<file path="src/rtl/pcn_pkg.sv">
package pcn_pkg;

  typedef enum logic [2:0] {
    REG_EN_LO  = 3'd0,
    REG_EN_HI  = 3'd1,
    REG_PU_LO  = 3'd2,
    REG_PU_HI  = 3'd3,
    REG_CTRL   = 3'd4,
    REG_NONE   = 3'd7
  } pcnReg_e;

  // Strobes from control to datapath, one cycle each
  typedef struct packed {
    logic ldEnLo;
    logic ldEnHi;
    logic ldPuLo;
    logic ldPuHi;
    logic clrFlag;
  } pcnStrobe_t;

endpackage

</file>
<file path="src/rtl/pcn_ctrl.sv">
module pcn_ctrl
  import pcn_pkg::*;
(
  input  logic       wrEn,
  input  logic [2:0] wrAddr,
  input  logic       wrBit0,
  input  logic [2:0] rdAddr,
  output pcnStrobe_t strobe,
  output pcnReg_e    rdSel
);

  pcnReg_e wrSel;

  function automatic pcnReg_e decodeAddr(input logic [2:0] a);
    case (a)
      3'd0:    return REG_EN_LO;
      3'd1:    return REG_EN_HI;
      3'd2:    return REG_PU_LO;
      3'd3:    return REG_PU_HI;
      3'd4:    return REG_CTRL;
      default: return REG_NONE;
    endcase
  endfunction

  always_comb begin
    wrSel = decodeAddr(wrAddr);
    rdSel = decodeAddr(rdAddr);
  end

  always_comb begin
    strobe         = '0;
    strobe.ldEnLo  = wrEn && (wrSel == REG_EN_LO);
    strobe.ldEnHi  = wrEn && (wrSel == REG_EN_HI);
    strobe.ldPuLo  = wrEn && (wrSel == REG_PU_LO);
    strobe.ldPuHi  = wrEn && (wrSel == REG_PU_HI);
    strobe.clrFlag = wrEn && (wrSel == REG_CTRL) && wrBit0;
  end

endmodule

</file>
<file path="src/rtl/pcn_datapath.sv">
module pcn_datapath
  import pcn_pkg::*;
#(
  parameter int NUM_PINS    = 21,
  parameter int REG_W       = 16,
  parameter int SYNC_STAGES = 2
) (
  input  logic                clk,
  input  logic                rstN,
  input  logic [NUM_PINS-1:0] pinIn,
  input  logic                sleepMode,
  input  pcnStrobe_t          strobe,
  input  logic [REG_W-1:0]    wrData,
  input  pcnReg_e             rdSel,
  output logic [REG_W-1:0]    rdData,
  output logic [NUM_PINS-1:0] pullupEn,
  output logic                irqFlag,
  output logic                wakeOut,
  output logic                anyChange
);

  localparam int HI_BITS = NUM_PINS - REG_W;

  logic [NUM_PINS-1:0]                  enMask;
  logic [NUM_PINS-1:0]                  puMask;
  logic [SYNC_STAGES-1:0][NUM_PINS-1:0] syncReg;
  logic [NUM_PINS-1:0]                  pinSync;
  logic [NUM_PINS-1:0]                  snapshot;
  logic [NUM_PINS-1:0]                  changeVec;
  logic [REG_W-1:0]                     enLoWord, enHiWord, puLoWord, puHiWord;
  logic                                 unusedWrBits;

  // Per-pin enable and pull-up bits, split across two register words
  for (genvar i = 0; i < NUM_PINS; i++) begin : g_pinRegs
    localparam int BANK = i / REG_W;
    localparam int POS  = i % REG_W;
    logic ldEn, ldPu;
    if (BANK == 0) begin : g_lo
      assign ldEn = strobe.ldEnLo;
      assign ldPu = strobe.ldPuLo;
    end else begin : g_hi
      assign ldEn = strobe.ldEnHi;
      assign ldPu = strobe.ldPuHi;
    end
    always_ff @(posedge clk or negedge rstN) begin
      if (!rstN) begin
        enMask[i] <= 1'b0;
        puMask[i] <= 1'b0;
      end else begin
        if (ldEn) enMask[i] <= wrData[POS];
        if (ldPu) puMask[i] <= wrData[POS];
      end
    end
  end

  // Read words, unmapped positions tie to zero
  for (genvar b = 0; b < REG_W; b++) begin : g_rdWords
    if (b < NUM_PINS) begin : g_lo
      assign enLoWord[b] = enMask[b];
      assign puLoWord[b] = puMask[b];
    end else begin : g_loZero
      assign enLoWord[b] = 1'b0;
      assign puLoWord[b] = 1'b0;
    end
    if (b < HI_BITS) begin : g_hi
      assign enHiWord[b] = enMask[b+REG_W];
      assign puHiWord[b] = puMask[b+REG_W];
    end else begin : g_hiZero
      assign enHiWord[b] = 1'b0;
      assign puHiWord[b] = 1'b0;
    end
  end

  assign unusedWrBits = ^wrData;

  // Input synchronizer
  always_ff @(posedge clk or negedge rstN) begin
    if (!rstN) syncReg <= '0;
    else       syncReg <= {syncReg[SYNC_STAGES-2:0], pinIn};
  end

  assign pinSync = syncReg[SYNC_STAGES-1];

  // Snapshot follows every pin each cycle, so a newly enabled pin
  // always compares against a fresh level
  always_ff @(posedge clk or negedge rstN) begin
    if (!rstN) snapshot <= '0;
    else       snapshot <= pinSync;
  end

  assign changeVec = (pinSync ^ snapshot) & enMask;
  assign anyChange = |changeVec;

  // Sticky flag: a change on the clear edge wins
  always_ff @(posedge clk or negedge rstN) begin
    if (!rstN) irqFlag <= 1'b0;
    else       irqFlag <= (irqFlag && !strobe.clrFlag) || anyChange;
  end

  // Clockless compare of raw pins during sleep
  assign wakeOut = sleepMode && (|((pinIn ^ snapshot) & enMask));

  assign pullupEn = puMask;

  always_comb begin
    case (rdSel)
      REG_EN_LO: rdData = enLoWord;
      REG_EN_HI: rdData = enHiWord;
      REG_PU_LO: rdData = puLoWord;
      REG_PU_HI: rdData = puHiWord;
      REG_CTRL:  rdData = {{(REG_W-1){1'b0}}, irqFlag};
      default:   rdData = '0;
    endcase
  end

endmodule

</file>
<file path="src/rtl/pin_change_notifier.sv">
module pin_change_notifier
  import pcn_pkg::*;
#(
  parameter int NUM_PINS    = 21,
  parameter int REG_W       = 16,
  parameter int SYNC_STAGES = 2
) (
  input  logic                clk,
  input  logic                rstN,
  input  logic                wrEn,
  input  logic [2:0]          wrAddr,
  input  logic [REG_W-1:0]    wrData,
  input  logic [2:0]          rdAddr,
  output logic [REG_W-1:0]    rdData,
  input  logic [NUM_PINS-1:0] pinIn,
  input  logic                sleepMode,
  output logic [NUM_PINS-1:0] pullupEn,
  output logic                irqFlag,
  output logic                wakeOut
);

  pcnStrobe_t strobe;
  pcnReg_e    rdSel;
  logic       anyChange;

  pcn_ctrl u_ctrl (
    .wrEn   (wrEn),
    .wrAddr (wrAddr),
    .wrBit0 (wrData[0]),
    .rdAddr (rdAddr),
    .strobe (strobe),
    .rdSel  (rdSel)
  );

  pcn_datapath #(
    .NUM_PINS    (NUM_PINS),
    .REG_W       (REG_W),
    .SYNC_STAGES (SYNC_STAGES)
  ) u_datapath (
    .clk       (clk),
    .rstN      (rstN),
    .pinIn     (pinIn),
    .sleepMode (sleepMode),
    .strobe    (strobe),
    .wrData    (wrData),
    .rdSel     (rdSel),
    .rdData    (rdData),
    .pullupEn  (pullupEn),
    .irqFlag   (irqFlag),
    .wakeOut   (wakeOut),
    .anyChange (anyChange)
  );

endmodule

</file>
<file path="config.mk">
export PLATFORM = sky130hd
export DESIGN_NAME = pin_change_notifier
export DESIGN_NICKNAME = d
export VERILOG_FILES = /design/src/rtl/pcn_pkg.sv /design/src/rtl/pcn_ctrl.sv /design/src/rtl/pcn_datapath.sv /design/src/rtl/pin_change_notifier.sv
export SDC_FILE = /design/constraint.sdc
export NUM_CORES = 1
export LEC_CHECK = 0
export BUFFER_PORTS_ARGS = -buffer_cell sky130_fd_sc_hd__clkbuf_2
export CAP_MARGIN = 10
export CORE_MARGIN = 3
export CORE_UTILIZATION = 60
export CTS_BUF_LIST = sky130_fd_sc_hd__clkbuf_8
export DETAILED_ROUTE_END_ITERATION = 10
export PLACE_DENSITY = 0.91
export RECOVER_POWER = 100
export REMOVE_ABC_BUFFERS = 1
export SYNTH_ARGS = -nofsm -noshare
export SYNTH_HDL_FRONTEND = slang
export SYNTH_SLANG_ARGS = --single-unit
</file>
<file path="constraint.sdc">
create_clock -name clk -period 2.45 [get_ports clk]
set_input_delay 0.245 -clock clk [delete_from_list [all_inputs] [get_ports clk]]
set_output_delay 0.245 -clock clk [all_outputs]
set_load 0.02 [all_outputs]
</file>
# == Word-level counts from Yosys, hierarchy flattened ==
# Cells that the tools add are included.
# totals
regBits,106
input_bits,47
out_inout_bits,39
elab_cells,85
# op_classes
n_eq_ne,16
mux,3
bitwise,4
reduce_logical,16
# op_table
op,n
$pmux 16 s5,1
$and 21x21->21,2
$reduce_or 21->1,2
$xor 21x21->21,2
$pmux 3 s5,2
$eq 3x2->1 const B,8
$eq 3x1->1 const B,4
$eq 3x3->1 const B,4
$logic_not 3->1,4
$logic_and 1x1->1,8
$logic_not 1->1,1
$logic_or 1x1->1,1

# == Depth between registers and ports, before layout ==
# Gate-level depths: netlist (run 1).
# depth
word_depth,8
mapped_depth,5
ltp_nobuf,4

# == Cells and area by module ==
# Synthesis (run 1) repeated with hierarchy kept, for this count alone.
# unflattened
cells_unflattened,279
hier_area_um2,4142.7
# by_module_without_submodules
mod,instances,cells_each,area_per_inst_um2,seq_area_each_um2
pcn_datapath,1,267,4063.9,2652.5
pcn_ctrl,1,12,78.8,0.0

# == Worst setup path after synthesis (run 1) ==
# No wires, ideal clock.
# synth_timing
path_kind,register to output
start,register u_datapath.snapshot[1]
end,output port wakeOut
arrival_time_ns,1.318
required_time_ns,2.205
slack_ns,0.887
path_stages_with_launch,5
path_buffers,0
path_cell_list,dfrtp_1 -> xor2_1 -> a222oi_1 -> nand3_1 -> o31a_1
# synth_between
elab_chain_len,4
# synth_rtl
element,line_no,source
"start, declared",pcn_datapath.sv:28,logic [NUM_PINS-1:0] snapshot;
"start signal, assigned",pcn_datapath.sv:88,else snapshot <= pinSync;
$xor 21x21->21,pcn_datapath.sv:101,assign wakeOut = sleepMode && (|((pinIn ^ snapshot) & enMask));
$and 21x21->21,pcn_datapath.sv:101,
$reduce_or 21->1,pcn_datapath.sv:101,
$logic_and 1x1->1,pcn_datapath.sv:101,
"end, declared",pin_change_notifier.sv:19,output logic wakeOut
# No other way between the ends.

# == Worst setup path after layout (run 1) ==
# Same ends and word-level chain as after synthesis.

==> results of run 1 <==
-- area by class of cell --
type                    count  area, um2  area share
clock buffers              11        151      0.0319
clock inverters             3       41.3     0.00870
inverters                   1       3.75    0.000791
multi-input cells         158       1410       0.296
flip-flops and latches    106       2650       0.559
well taps                  77       96.3      0.0203
repair buffers             91        398      0.0838
-- flip-flops by register name (all words and copies together) (netlist names) --
| register | flops |
|---|---|
| u_datapath.pinSync | 21 |
| u_datapath.pullupEn | 21 |
| u_datapath.snapshot | 21 |
| u_datapath.syncReg | 21 |
| u_datapath.enLoWord | 16 |
| u_datapath.enHiWord | 5 |
| u_datapath.irqFlag | 1 |
-- layer usage --
metal	wire length, um	up-vias
met3	672	13
met1	3770	1283
met5	0	-
met4	115	0
met2	4410	103
li1	-	1158
-- per-stage QoR --
stage,util,total power [mW]
5_1_grt,0.731,4.11
4_1_cts,0.748,3.98
3_5_place_dp,0.717,2.94
3_3_place_gp,0.717,2.89
2_1_floorplan,-,2.59
6_report,0.731,3.91
-- cell families (layout without fill, tap and decap cells) --
group	Yosys count	in the layout	synth area share
AND/OR/NAND/NOR	33	33	0.0449
XOR/XNOR	42	42	0.0892
buffers and inverters	8	106	0.0109
flip-flops	106	106	0.643
multiplexers	58	58	0.166
AO/OA/AOI/OAI	25	25	0.0461
-- Yosys cell counts, types with 3 or more instances --
cell type  count
nand3_1        5
and2_1         4
nor2_1        13
dfrtp_1      106
mux2_2        42
mux2i_1       12
mux4_2         4
a22oi_1       18
nand4_1        3
buf_2          3
xor2_1        42
-- where the power goes --
group | leakage [nW] | total, mW | internal [mW] | switching (mW)
Sequential | 1.25 | 2.15 | 1.95 | 0.196
Combinational | 0.762 | 0.714 | 0.316 | 0.398
Clock | 0.0987 | 1.05 | 0.514 | 0.534
-- how the worst max path moves through the flow --
stage          cells past startpoint                   start  endpoint  slack [ps]
3_3_place_gp                       5  u_datapath.snapshot[1]   wakeOut         660
5_1_grt                            5  u_datapath.snapshot[1]   wakeOut          60
3_5_place_dp                       5  u_datapath.snapshot[1]   wakeOut         570
6_report                           5  u_datapath.snapshot[1]   wakeOut         190
4_1_cts                            5  u_datapath.snapshot[1]   wakeOut         170
2_1_floorplan                      4  u_datapath.snapshot[1]   wakeOut         890
-- worst reg2reg max path, stage by stage (launching register included) --
cell,delay [ps]
dfrtp_1,410
xor2_1,170
a222oi_1,400
nand3_1,120
or3_1,370
==> impl_metrics.yaml, run 1 <==
power_and_ir_drop:
  peakVddDrop_uv: 568
  p_leak_nw: 2.11
  power_density_nw_per_um2: 824
setup_path:
  worstRegToRegCells: 4
  cp_slowest_cell: "a222oi_1"
  end_kind: "output port"
  worstPathArrival_ps: 2020
  slowest_delay_ps: 460
  crit_required_ps: 2200
  cp_max_fo: 2
  reg2reg_to: "u_datapath.irqFlag"
  crit_family: "compound AO/OA/AOI/OAI gates"
  path_class: "reg2out"
  path_cells: "xor2_1, a222oi_1, nand3_1, o31a_1, clkbuf_2"
  r2r-start: "u_datapath.snapshot[16]"
  cp-start-kind: "flop"
  r2r_setup_slack_ps: 860
  cp_num_buf_inv: 1
clocking:
  cts-buffers-inserted: 9
  cts_max_level: 3
  cts.sinks: 106
  holdBufCountCts: 1
  cts_tree: "done"
  cts_root_buffer: "clkbuf_8"
  cts_buffer_depth: 2
  insertion_delay_ps: 360
  path_clk_slew_ps: 90
  cts_setup_buffers: 0
  ctsResizeCount: 0
synthesis:
  yosysTopAreaCell: "dfrtp_1"
  ys_warn_count: 0
  synthCells: 272
  yosysSeqAreaShare: 0.643
  syn_area_um2: 4120
  synth_edf_count: 0
  ys_seq_elements: 106
  synth-async-reset-ratio: 1.00
  ys_types: 27
  synth-main-ff-cell: "dfrtp_1"
  synth_area_per_cell_um2: 15.2
  synthTopCellsByArea: "dfrtp_1 64%, mux2_2 11%, xor2_1 8.9%, a22oi_1 3.3%, mux2i_1 2.9%"
  synth_top_area_frac: 0.643
worst_hold_path:
  hold_end: "u_datapath.syncReg[1]"
  min_delay_path_depth: 1
  hold_class: "in2reg"
  hold_start: "pinIn[1]"
flow_run:
  max-cap-violations: 0
final_layout:
  layout_common_cells: "106 x dfrtp_1, 62 x clkbuf_1, 42 x xor2_1, 40 x mux2_2, 27 x clkbuf_2"
  num_antenna_cells: 0
  final_area_um2: 4750
  final_common_cell: "dfrtp_1"
  nets: 414
  layout.cells.non_filler: 447
  fillers: 467
  drive_gt1_frac: 0.230
  area_growth_pct: 15.1
routing:
  wl_per_cell_um: 20.1
  viasPerCell: 5.72
  vias: 2557
  drt_iter0_markers: 143
  drc_errors: 0
  ant_nets: 0
  routed_wirelength_mm: 8.97
  first_pass_iters: 4
global_routing:
  grt-busiest-layer: "met2"
  grt_pass1_wl_mm: 14.3
  antenna_found_initial: 0
  met2_usage: 0.408
  grt.total_usage: 0.251
  overflow: 0
  grt_max_degree: 52
  grtUsageMet3: 0.0673
  grt_pass1_vias: 2831
  grt_use_met1: 0.335
floorplanning:
  io_pins: 86
  design.core.area_um2: 6490
  num_rows: 29
  initial_utilization: 0.635
  die_w_um: 88.9
  die_y_um: 88.9
  dieArea_um2: 7900
timing:
  fin_skew_ps: 9.90
  setup_tns_ps: 0
  fmax_ghz: 0.442
  slew_viol_final: 0
  tightest_slew_ps: 1220
  fin_crit_sh: 0.923
  setup_ws_ps: 188
  post-route-min-period_ps: 2260
  slew_headroom: 0.187
  whs_ps: 20.8
  rsz0062_at_grt: "no"
  setup_violations: 0
  hold_violations: 0
place:
  dp_cells: 432
  postPlaceCellArea_um2: 4660
  dp_hpwl_mm: 6.44
  gp_congestion: 0.806
  dp_worst_setup_slack_ps: 573
  portBuffers: 85
outcome:
  outcome: "completed"
Note: power is estimated with default switching activity, not from simulation.
==> inputs of run 2 (changes only) <==
==> constraint.sdc (replaced) <==
create_clock -name clk -period 2.45 [get_ports clk]
set_input_delay 0.245 -clock clk [delete_from_list [all_inputs] [get_ports clk]]
set_output_delay 0.245 -clock clk [all_outputs]
set_load 0.1 [all_outputs]
==> run 2 against run 1 <==
Setup slack worse by 41 ps. Sequential share of layout area is 0.37 points lower. Flip-flop and latch count stayed put. Routed wire length is 2.8% lower. Clock skew is 0.66 ps higher. Die area stayed put. Register-to-register slack better by 20 ps. Total power is 14% higher. Global-route usage is 1.0 points lower. Non-clock buffer count is 5 higher. Utilization is 0.48 points higher. Combinational power is 93% higher. Largest power group unchanged.
==> impl_metrics.yaml, run 2 (synthesis results as in run 1) <==
outcome:
  outcome: "completed"
setup_path:
  cp-start-kind: "input port"
  cp_num_buf_inv: 2
  slowest_delay_ps: 870
  end_kind: "output port"
  path_cells: "clkbuf_1, or2_2, nor2_1, clkbuf_1"
  crit_path_frequent_cell: "clkbuf_1"
  cp_slowest_cell: "clkbuf_1"
  worstPathArrival_ps: 2060
  crit_family: "buffers and inverters"
  cp_max_fo: 11
  path_class: "in2out"
  crit_required_ps: 2200
routing:
  wl_per_cell_um: 19.2
  ant_nets: 0
  drc_errors: 0
  routed_wirelength_mm: 8.71
  vias: 2537
  first_pass_iters: 5
  drt_iter0_markers: 123
  viasPerCell: 5.59
clocking:
  path_clk_slew_ps: 90
  insertion_delay_ps: 360
  cts_setup_buffers: 0
  cts_root_buffer: "clkbuf_8"
  cts.sinks: 106
  cts_buffer_depth: 2
  cts-buffers-inserted: 9
  cts_max_level: 3
  cts_tree: "done"
global_routing:
  grt.total_usage: 0.241
  overflow: 0
  grt-busiest-layer: "met2"
  grtUsageMet3: 0.0664
  antenna_found_initial: 0
  grt_max_degree: 57
  met2_usage: 0.376
  grt_pass1_wl_mm: 13.7
  grt_use_met1: 0.338
  grt_pass1_vias: 2651
timing:
  setup_violations: 0
  hold_violations: 0
  rsz0062_at_grt: "no"
  setup_ws_ps: 147
  whs_ps: 17.9
  fin_crit_sh: 0.940
  slew_viol_final: 0
  fin_skew_ps: 10.6
  tightest_slew_ps: 1360
  setup_tns_ps: 0
  post-route-min-period_ps: 2300
  fmax_ghz: 0.434
  slew_headroom: 0.0957
floorplanning:
  initial_utilization: 0.635
  io_pins: 86
  design.core.area_um2: 6490
  num_rows: 29
  die_w_um: 88.9
  dieArea_um2: 7900
  die_y_um: 88.9
flow_run:
  max-cap-violations: 0
final_layout:
  layout_common_cells: "106 x dfrtp_1, 50 x clkbuf_1, 42 x xor2_1, 41 x mux2_2, 37 x clkbuf_2"
  layout.cells.non_filler: 454
  final_area_um2: 4780
  area_growth_pct: 15.9
  drive_gt1_frac: 0.265
  final_common_cell: "dfrtp_1"
  fillers: 444
  nets: 419
  num_antenna_cells: 0
  final_util: 0.736
place:
  dp_hpwl_mm: 6.36
  portBuffers: 85
  postPlaceCellArea_um2: 4660
  dp_cells: 433
  dp_worst_setup_slack_ps: 436
  gp_congestion: 0.858
power_and_ir_drop:
  peakVddDrop_uv: 747
  total_power_mw: 4.47
  power_density_nw_per_um2: 935
  p_leak_nw: 2.16
worst_hold_path:
  hold_class: "in2reg"
run 2: cell types whose count changed in the layout (fill, tap and decap cells not counted), sizes merged:
cell / before / now
clkinv: 0 / 4
inv: 2 / 3
clkinvlp: 1 / 0
bufinv: 1 / 0
clkbuf: 100 / 98
dlygate4sd3: 1 / 5
buf: 1 / 3
run 2: area by class of cell:
type	count	area [um2]	area share
clock buffer	10	138	0.0288
clock inverter	6	35.0	0.00733
inverter	1	3.75	0.000785
multi-input combinational	158	1410	0.294
sequential	106	2650	0.555
tap	77	96.3	0.0202
timing repair buffer	96	449	0.0940
run 2: final timing paths:
path / start / to / slack [ps] / cells past startpoint
min in group asynchronous: rstN / u_datapath.snapshot[17] / 720 / 2
setup reg to reg: u_datapath.snapshot[16] / u_datapath.irqFlag / 880 / 4
hold / removal: pinIn[1] / u_datapath.syncReg[1] / 20 / 1
hold reg to reg: u_datapath.syncReg[1] / u_datapath.pinSync[1] / 340 / 0
max in group asynchronous: rstN / u_datapath.snapshot[14] / 420 / 3
setup / recovery: rdAddr[0] / rdData[10] / 150 / 4
run 2: report_power, final:
part / internal, mW / leakage, nW / total (mW) / switching (mW)
sequential: 1.95 / 1.25 / 2.14 / 0.189
combinational: 0.322 / 0.813 / 1.38 / 1.06
clock: 0.391 / 0.0986 / 0.948 / 0.557
total: 2.67 / 2.16 / 4.47 / 1.80
run 2: what timing repair did:
action | 4_1_cts | 5_1_grt
resized for setup | 0 | 3
endpoints found under the setup margin | 0 | 1
hold buffers | 3 | 2
hold endpoints to repair | 56 | 2
run 2: routing by layer:
layer	vias to the layer above	wire, um
met2	102	4020
met4	0	117
met5	-	0
li1	1162	-
met3	11	591
met1	1262	3980
run 2: worst register-to-register path, stage by stage, from the launching register on:
cell	delay, ps
dfrtp_1	410
xor2_1	160
a222oi_1	410
nand3_1	110
or3_1	370
